[config.mk]
export PLATFORM = sky130hd
export DESIGN_NAME = clkbyp_ctrl
export DESIGN_NICKNAME = d
export VERILOG_FILES = /design/src/rtl/clkbyp_pkg.sv /design/src/rtl/clkbyp_sync.sv /design/src/rtl/clkbyp_div_ctl.sv /design/src/rtl/clkbyp_lc_ack.sv /design/src/rtl/clkbyp_ctrl.sv
export SDC_FILE = /design/constraint.sdc
export NUM_CORES = 1
export LEC_CHECK = 0
export CORE_MARGIN = 10
export CORE_UTILIZATION = 55
export DETAILED_ROUTE_END_ITERATION = 16
export DONT_BUFFER_PORTS = 1
export PLACE_DENSITY = 0.7
export SLEW_MARGIN = 20
export SYNTH_ARGS = -nofsm -noshare
export SYNTH_HDL_FRONTEND = slang
export SYNTH_SLANG_ARGS = --single-unit
[constraint.sdc]
create_clock -name clk_i -period 1.3 [get_ports clk_i]
set_input_delay 0.065 -clock clk_i [delete_from_list [all_inputs] [get_ports clk_i]]
set_output_delay 0.065 -clock clk_i [all_outputs]
set_load 0.01 [all_outputs]
[src/rtl/clkbyp_pkg.sv]
package clkbyp_pkg;
  localparam int MW = 4;
  typedef logic [MW-1:0] mubi_t;
  localparam mubi_t MUBI_ON  = 4'hA;
  localparam mubi_t MUBI_OFF = 4'h5;

  function automatic logic mubi_on(input mubi_t v);
    return v == MUBI_ON;
  endfunction

  function automatic logic mubi_off(input mubi_t v);
    return v == MUBI_OFF;
  endfunction
endpackage

[src/rtl/clkbyp_sync.sv]
module clkbyp_sync #(
  parameter int W = 4,
  parameter int STAGES = 2,
  parameter logic [W-1:0] RST_VAL = '0
) (
  input  logic         clk_i,
  input  logic         rst_i,
  input  logic [W-1:0] d_i,
  output logic [W-1:0] q_o
);
  logic [W-1:0] stg [STAGES];

  generate
    for (genvar s = 0; s < STAGES; s++) begin : g_stage
      if (s == 0) begin : g_first
        always_ff @(posedge clk_i) begin
          if (rst_i) stg[s] <= RST_VAL;
          else       stg[s] <= d_i;
        end
      end else begin : g_next
        always_ff @(posedge clk_i) begin
          if (rst_i) stg[s] <= RST_VAL;
          else       stg[s] <= stg[s-1];
        end
      end
    end
  endgenerate

  assign q_o = stg[STAGES-1];
endmodule

[src/rtl/clkbyp_div_ctl.sv]
module clkbyp_div_ctl
  import clkbyp_pkg::*;
(
  input  logic  clk_i,
  input  logic  rst_i,
  input  mubi_t req_i,
  output mubi_t step_o
);
  mubi_t step_q;

  always_ff @(posedge clk_i) begin
    if (rst_i)              step_q <= MUBI_OFF;
    else if (mubi_on(req_i))  step_q <= MUBI_ON;
    else if (mubi_off(req_i)) step_q <= MUBI_OFF;
  end

  assign step_o = step_q;
endmodule

[src/rtl/clkbyp_lc_ack.sv]
module clkbyp_lc_ack
  import clkbyp_pkg::*;
(
  input  logic  clk_i,
  input  logic  rst_i,
  input  mubi_t lc_req_i,
  input  mubi_t io_ack_s_i,
  input  mubi_t step_ack_s_i,
  output mubi_t lc_ack_o
);
  mubi_t ack_q;
  logic  grant;

  always_comb grant = mubi_on(lc_req_i) && mubi_on(io_ack_s_i) && mubi_on(step_ack_s_i);

  always_ff @(posedge clk_i) begin
    if (rst_i)      ack_q <= MUBI_OFF;
    else if (grant) ack_q <= lc_req_i;
    else            ack_q <= MUBI_OFF;
  end

  assign lc_ack_o = ack_q;
endmodule

[src/rtl/clkbyp_ctrl.sv]
module clkbyp_ctrl
  import clkbyp_pkg::*;
#(
  parameter int SYNC_STAGES = 2
) (
  input  logic          clk_i,
  input  logic          rst_i,
  input  logic [MW-1:0] lc_byp_req_i,
  input  logic [MW-1:0] lc_dbg_en_i,
  input  logic [MW-1:0] sw_byp_req_i,
  input  logic [MW-1:0] io_byp_ack_i,
  input  logic [MW-1:0] all_byp_ack_i,
  input  logic [MW-1:0] stepdn_req_i,
  input  logic [MW-1:0] stepdn_ack_i,
  output logic [MW-1:0] io_byp_req_o,
  output logic [MW-1:0] all_byp_req_o,
  output logic [MW-1:0] lc_byp_ack_o,
  output logic [MW-1:0] div_step_o,
  output logic [MW-1:0] ext_status_o
);
  localparam int NACK = 3;

  mubi_t ack_raw [NACK];
  mubi_t ack_syn [NACK];

  assign ack_raw[0] = io_byp_ack_i;
  assign ack_raw[1] = all_byp_ack_i;
  assign ack_raw[2] = stepdn_ack_i;

  generate
    for (genvar i = 0; i < NACK; i++) begin : g_ack_sync
      clkbyp_sync #(.W(MW), .STAGES(SYNC_STAGES), .RST_VAL(MUBI_OFF)) u_sync (
        .clk_i (clk_i),
        .rst_i (rst_i),
        .d_i   (ack_raw[i]),
        .q_o   (ack_syn[i])
      );
    end
  endgenerate

  mubi_t io_req_q, all_req_q, status_q;

  always_ff @(posedge clk_i) begin
    if (rst_i) begin
      io_req_q  <= MUBI_OFF;
      all_req_q <= MUBI_OFF;
      status_q  <= MUBI_OFF;
    end else begin
      io_req_q  <= mubi_on(lc_byp_req_i) ? MUBI_ON : MUBI_OFF;
      all_req_q <= (mubi_on(sw_byp_req_i) && mubi_on(lc_dbg_en_i)) ? MUBI_ON : MUBI_OFF;
      status_q  <= ack_syn[1];
    end
  end

  clkbyp_lc_ack u_lc_ack (
    .clk_i        (clk_i),
    .rst_i        (rst_i),
    .lc_req_i     (lc_byp_req_i),
    .io_ack_s_i   (ack_syn[0]),
    .step_ack_s_i (ack_syn[2]),
    .lc_ack_o     (lc_byp_ack_o)
  );

  clkbyp_div_ctl u_div (
    .clk_i  (clk_i),
    .rst_i  (rst_i),
    .req_i  (stepdn_req_i),
    .step_o (div_step_o)
  );

  assign io_byp_req_o  = io_req_q;
  assign all_byp_req_o = all_req_q;
  assign ext_status_o  = status_q;
endmodule

==> impl_metrics.tcl, run 1 <==
set metrics [dict create \
    sink_of_the_worst_hold_path "u_div.step_o[1]$_SDFFE_PP0P_" \
    design_power_total_uw 1900 \
    deepest_clock_path_buffer_count 2 \
    power.leakage_uw 0.000615 \
    fin_cells 159 \
    finalHoldViolations 0 \
    final_cell_area_um2 1580 \
    synthCells 95 \
    grt_start_max_net_pins 24 \
    hold_depth 2 \
    dr_total_vias 777 \
    synth-seq-cells 38 \
    critPathSlowestCell "dlygate4sd3_1" \
    die-width_um 66.1 \
    routedWlPerCell_um 15.5 \
    dp.final_hpwl_mm 1.42 \
    port_buffers 0 \
    synth_cell_types 20 \
    grt_pass1_vias 881 \
    post_route_cells_drive_above_1_share_pct 8.33 \
    fillers 117 \
    io-pin-count 50 \
    numCtsBuffers 5 \
    setup.worst_path.class "input pin to flop" \
    timing.critical_path.to_type "flop" \
    power.density_cell_area_nw_per_um2 1210 \
    rsz_0062_raised_after_global_routing "false" \
    clkLatencyLatePin_ps 330 \
    flow.area_growth_from_synthesis_pct 35.3 \
    worst_reg_to_reg_setup_slack_ps 190 \
    path_max_fanout 2 \
    start_util_pct 58.9 \
    worstPathRequired_ps 1530 \
    drt_pass1_iterations 2 \
    timing.rr.end "u_lc_ack.lc_ack_o[3]$_SDFF_PP0_" \
    regArea_um2 761 \
    hold_path.class "input pin to flop" \
    cts_tree "done" \
    synth.net_count 125 \
    post_synth_instance_area_um2 1170 \
    via_count_normalized_by_instance_count 4.89 \
    clkTransAtPathRegs_ps 110 \
    postRouteWirelength_mm 2.47 \
    grt_residual_overflow 0 \
    multi_input_comb_area_um2 347 \
    seq_area_frac_synth_pct 65.2 \
    placed_cells_incl_taps 115 \
    max-vdd-ir-drop_mv 0.928 \
    hold_path.startpoint "stepdn_req_i[3]" \
    ant_nets 0 \
    layout_min_cycle_time_ps 1200 \
    grt.total_usage_pct 12.4 \
    std_cell_rows 16 \
    status "finished clean" \
    grt_antenna_before_repair 0 \
    regToRegStartpoint "g_ack_sync[0].u_sync.stg[1][3]$_SDFF_PP0_" \
    layout_worst_path_cycle_share_pct 92.5 \
    floorplan.die_area_um2 4370 \
    drt_iter0_markers 7 \
    most_frequent_standard_cell_in_the_layout_excluding_fill_and_tap_cells "dfxtp_1" \
    nets 162 \
    worst_path_largest_cell_delay_ps 540 \
    final.setup_skew_ps 17.7 \
    htree_num_levels 2 \
    worst-slew-pin-transition_ps 501 \
    global_route_wire_length_before_repair_mm 4.13 \
    reg2reg_depth 2 \
    tritoncts_num_sinks 38 \
    die_h_um 66.1 \
    most-common-layout-cells "dfxtp_1 (38), dlygate4sd3_1 (37), nor2b_1 (15)" \
    num_antenna_cells 0 \
    clock_tree.root_cell "clkbuf_4" \
    timing.final.max_slew_violations 0 \
    core_area_um2 1980 \
    worstPathArrival_ps 1430 \
    setup-violations-final 0 \
    setup_tns_ps 0 \
    worst_setup_path_start_kind "input pin" \
    critical_path.cell_chain "dlygate4sd3_1 > or3b_4 > a2111o_1" \
    drv_cap 0 \
    timing.slew.headroom_pct 66.2 \
    ys.warnings.count 0 \
    avg_inst_size_synth_um2 12.3 \
    route.detailed.drc 0 \
    fmax_mhz 832 \
    finalWeightedCongestion 0.653 \
    final_util_pct 79.7 \
    placed_cell_area_um2 1160 \
]
cell families after synthesis:
group / synth area share [%]
compound gates: 2.25
flops: 65.2
buf+inv: 5.14
simple gates: 27.4
worst max-delay path by stage:
stage                                                    startpoint                               to  slack (ps)  cells after the start
after floorplan           g_ack_sync[0].u_sync.stg[1][0]$_SDFF_PP1_  u_lc_ack.lc_ack_o[1]$_SDFF_PP0_         330                      2
final                                               stepdn_req_i[0]     u_div.step_o[2]$_SDFFE_PP1P_         100                      3
after global placement    g_ack_sync[0].u_sync.stg[1][2]$_SDFF_PP1_  u_lc_ack.lc_ack_o[1]$_SDFF_PP0_         280                      2
after global routing      g_ack_sync[0].u_sync.stg[1][3]$_SDFF_PP0_  u_lc_ack.lc_ack_o[3]$_SDFF_PP0_          90                      2
after detailed placement  g_ack_sync[0].u_sync.stg[1][2]$_SDFF_PP1_  u_lc_ack.lc_ack_o[3]$_SDFF_PP0_         230                      2
after CTS                                           stepdn_req_i[0]     u_div.step_o[2]$_SDFFE_PP1P_         110                      3
per-layer routing:
metal / part of all wire, % / vias to the layer above / global-route usage (%)
met5: 0 / - / 0
met4: 2.3 / 0 / 6.28
met3: 14 / 7 / 8.14
met2: 45 / 43 / 20.5
met1: 39 / 347 / 11.4
li1: - / 380 / -
registers in the layout (all words and copies together), names as in the netlist:
name / cells
all_byp_req_o: 2
ext_status_o: 4
g_ack_sync.u_sync.stg: 24
io_byp_req_o: 2
u_div.step_o: 2
u_lc_ack.lc_ack_o: 4
power by group:
part	switching [uW]	internal (uW)
clock network	354	202
logic	36.0	93.2
registers	14.9	1200
area by class of cell:
class                           count  area share [%]
Tap cell                           27            2.14
Inverter                            1           0.238
Multi-Input combinational cell     47            21.9
Clock inverter                      1           0.475
Sequential cell                    38            48.2
Clock buffer                        6            2.61
Timing Repair Buffer               39            24.4
synthesized netlist by cell type:
cell / n / area share, %
dfxtp_1: 38 / 65
nor2b_1: 15 / 8.0
or2_1: 14 / 7.5
buf_4: 6 / 3.9
clkbuf_1: 3 / 0.96
nor4bb_1: 3 / 2.6
and4_1: 2 / 1.5
nand4_1: 2 / 1.1
a2111o_1: 1 / 0.96
a2111oi_2: 1 / 1.3
and2_1: 1 / 0.54
and4b_1: 1 / 0.86
and4bb_1: 1 / 1.1
inv_1: 1 / 0.32
nand2_1: 1 / 0.32
nand4b_1: 1 / 0.75
nor2_1: 1 / 0.32
nor3b_1: 1 / 0.64
nor4b_2: 1 / 1.3
or3b_4: 1 / 0.96
timing repair:
action                                  in CTS  in global routing
gates resized for setup                      0                  0
buffers inserted                             0                  0
endpoints found under the hold margin       38                  0
endpoints found under the setup margin       0                  0
hold buffers                                37                  0
through the flow:
stage,hold slack [ps],setup WS [ps]
2_1_floorplan,127,334
3_3_place_gp,130,285
3_5_place_dp,143,227
4_1_cts,46.6,108
5_1_grt,37.3,93.3
6_report,54.9,97.8
critical path, delay by kind of cell:
family          cells  cell delay (ps)
simple gates        1              410
compound gates      1              420
buf+inv             1              540
(Power assumes the default switching activity.)
==> run 2: changes to the inputs <==
--- a/config.mk
+++ b/config.mk
@@ -5,11 +5,10 @@
 export SDC_FILE = /design/constraint.sdc
 export NUM_CORES = 1
 export LEC_CHECK = 0
-export CORE_MARGIN = 10
 export CORE_UTILIZATION = 55
 export DETAILED_ROUTE_END_ITERATION = 16
 export DONT_BUFFER_PORTS = 1
-export PLACE_DENSITY = 0.7
+export PLACE_DENSITY_LB_ADDON = 0.3
 export SLEW_MARGIN = 20
 export SYNTH_ARGS = -nofsm -noshare
 export SYNTH_HDL_FRONTEND = slang
==> run 2 against run 1 <==
Sequential share of layout area down 2.4 points. Maximum frequency up 0.70%. Highest routed layer unchanged. Critical path depth unchanged. Global-route usage up 10 points. Largest power group unchanged.
==> impl_metrics.tcl, run 2 (synthesized netlist as in run 1, its figures left out) <==
set metrics [dict create \
    clkTransAtPathRegs_ps 100 \
    placed_cell_area_um2 1150 \
    critPathLaunch "stepdn_req_i[0]" \
    fmax_mhz 838 \
    design_power_total_uw 1970 \
    port_buffers 0 \
    drt_iter0_markers 3 \
    dp.final_hpwl_um 932 \
    max-vdd-ir-drop_mv 0.937 \
    grt.met3_usage_pct 9.81 \
    worstPathRequired_ps 1520 \
    timing.critical_path.to_type "flop" \
    final_cell_area_um2 1660 \
    setup.worst_path.class "input pin to flop" \
    regArea_um2 761 \
    most-common-layout-cells "dlygate4sd3_1 (45), dfxtp_1 (38), nor2b_1 (15)" \
    grt.busiest_layer "met2" \
    final.setup_skew_ps 7.44 \
    multi_input_comb_area_um2 347 \
    cts_setup_buffers 0 \
    grt_antenna_before_repair 0 \
    num_antenna_cells 0 \
    nets 169 \
    setup-violations-final 0 \
    floorplan.die_area_um2 2310 \
    top_register "g_ack_sync.u_sync.stg" \
    layout_min_cycle_time_ps 1190 \
    fillers 103 \
    groute.layer.met2.usage_pct 38.9 \
    cp-endpoint "u_div.step_o[2]$_SDFFE_PP1P_" \
    timing.final.max_slew_violations 0 \
    power.density_cell_area_nw_per_um2 1180 \
    core_area_um2 1980 \
    most_frequent_standard_cell_in_the_layout_excluding_fill_and_tap_cells "dlygate4sd3_1" \
    cts_tree "done" \
    std_cell_rows 16 \
    htree_num_levels 2 \
    grt_residual_overflow 0 \
    number_of_hold_buffers_added_after_cts 45 \
    layout_worst_path_cycle_share_pct 91.8 \
    deepest_clock_path_buffer_count 2 \
    die_h_um 48.1 \
    clkLatencyLatePin_ps 330 \
    setup_tns_ps 0 \
    path_max_fanout 2 \
    timing.rr.end "g_ack_sync[0].u_sync.stg[1][0]$_SDFF_PP1_" \
    worst_setup_path_start_kind "input pin" \
    power.leakage_uw 0.000637 \
    worst-slew-pin-transition_ps 492 \
    start_util_pct 58.9 \
    grt_pass1_vias 818 \
    clock_tree.root_cell "clkbuf_4" \
    drv_cap 0 \
    postRouteWirelength_mm 2.18 \
    drt_pass1_iterations 2 \
    numCtsBuffers 5 \
    grt.total_usage_pct 22.4 \
    grt_start_max_net_pins 32 \
    post_cts.resized_instances 0 \
    status "finished clean" \
    final_util_pct 83.9 \
    finalHoldViolations 0 \
    worstPathArrival_ps 1420 \
    global_route_wire_length_before_repair_mm 3.22 \
    post_route_cells_drive_above_1_share_pct 7.86 \
    timing.slew.headroom_pct 66.8 \
    regToRegStartpoint "g_ack_sync[0].u_sync.stg[0][0]$_SDFF_PP1_" \
    hold_path.class "input pin to flop" \
    route.detailed.drc 0 \
    flow.area_growth_from_synthesis_pct 42.4 \
    via_count_normalized_by_instance_count 4.87 \
    ant_nets 0 \
    routedWlPerCell_um 13.0 \
    tritoncts_num_sinks 38 \
    worst_reg_to_reg_setup_slack_ps 110 \
    largest_register_ff_count 24 \
    finalWeightedCongestion 0.565 \
    dr_total_vias 814 \
    io-pin-count 50 \
    gr-usage-met1_pct 20.4 \
    die-width_um 48.1 \
    rsz_0062_raised_after_global_routing "false" \
    reg2reg_depth 2 \
]
-- run 2: worst min path at each step --
stage	start	to	slack, ps	cells after the start
floorplan	lc_byp_req_i[1]	io_byp_req_o[2]$_SDFF_PP1_	130	1
global placement	lc_byp_req_i[1]	io_byp_req_o[2]$_SDFF_PP1_	130	1
detailed placement	lc_byp_req_i[1]	io_byp_req_o[2]$_SDFF_PP1_	130	1
CTS	stepdn_req_i[2]	u_div.step_o[1]$_SDFFE_PP0P_	30	2
global route	stepdn_req_i[3]	u_div.step_o[1]$_SDFFE_PP0P_	40	2
finish	stepdn_req_i[2]	u_div.step_o[1]$_SDFFE_PP0P_	50	2
-- run 2: through the flow --
| stage | hold slack [ps] | setup WS [ps] | cells |
|---|---|---|---|
| 3_3_place_gp | 131 | 297 | 114 |
| 3_5_place_dp | 133 | 227 | 114 |
| 6_report | 46.9 | 106 | 167 |
| 4_1_cts | 31.8 | 136 | 167 |
| 5_1_grt | 35.8 | 76.6 | 167 |
| 2_1_floorplan | 127 | 334 | 95 |
-- run 2: cell type report --
class	instances	share of cell area (%)
well taps	27	2.03
flip-flops and latches	38	45.7
repair buffers	46	27.5
clock inverters	1	0.301
clock buffers	7	3.31
multi-input cells	47	20.8
inverters	1	0.226
-- run 2: layer usage --
metal / wire length [um] / vias to the layer above
li1: - / 396
met1: 824 / 367
met2: 1150 / 44
met3: 148 / 7
met4: 48 / 0
met5: 0 / -
-- run 2: critical path, cell delays in order --
cell           delay, ps
dlygate4sd3_1        530
or3b_4               400
a2111o_1             410
-- run 2: power by group --
part	internal, uW	leakage (uW)	switching (uW)
clock network	262	0.0000353	349
logic	103	0.000289	33.8
registers	1200	0.000313	16.1
total	1570	0.000637	399
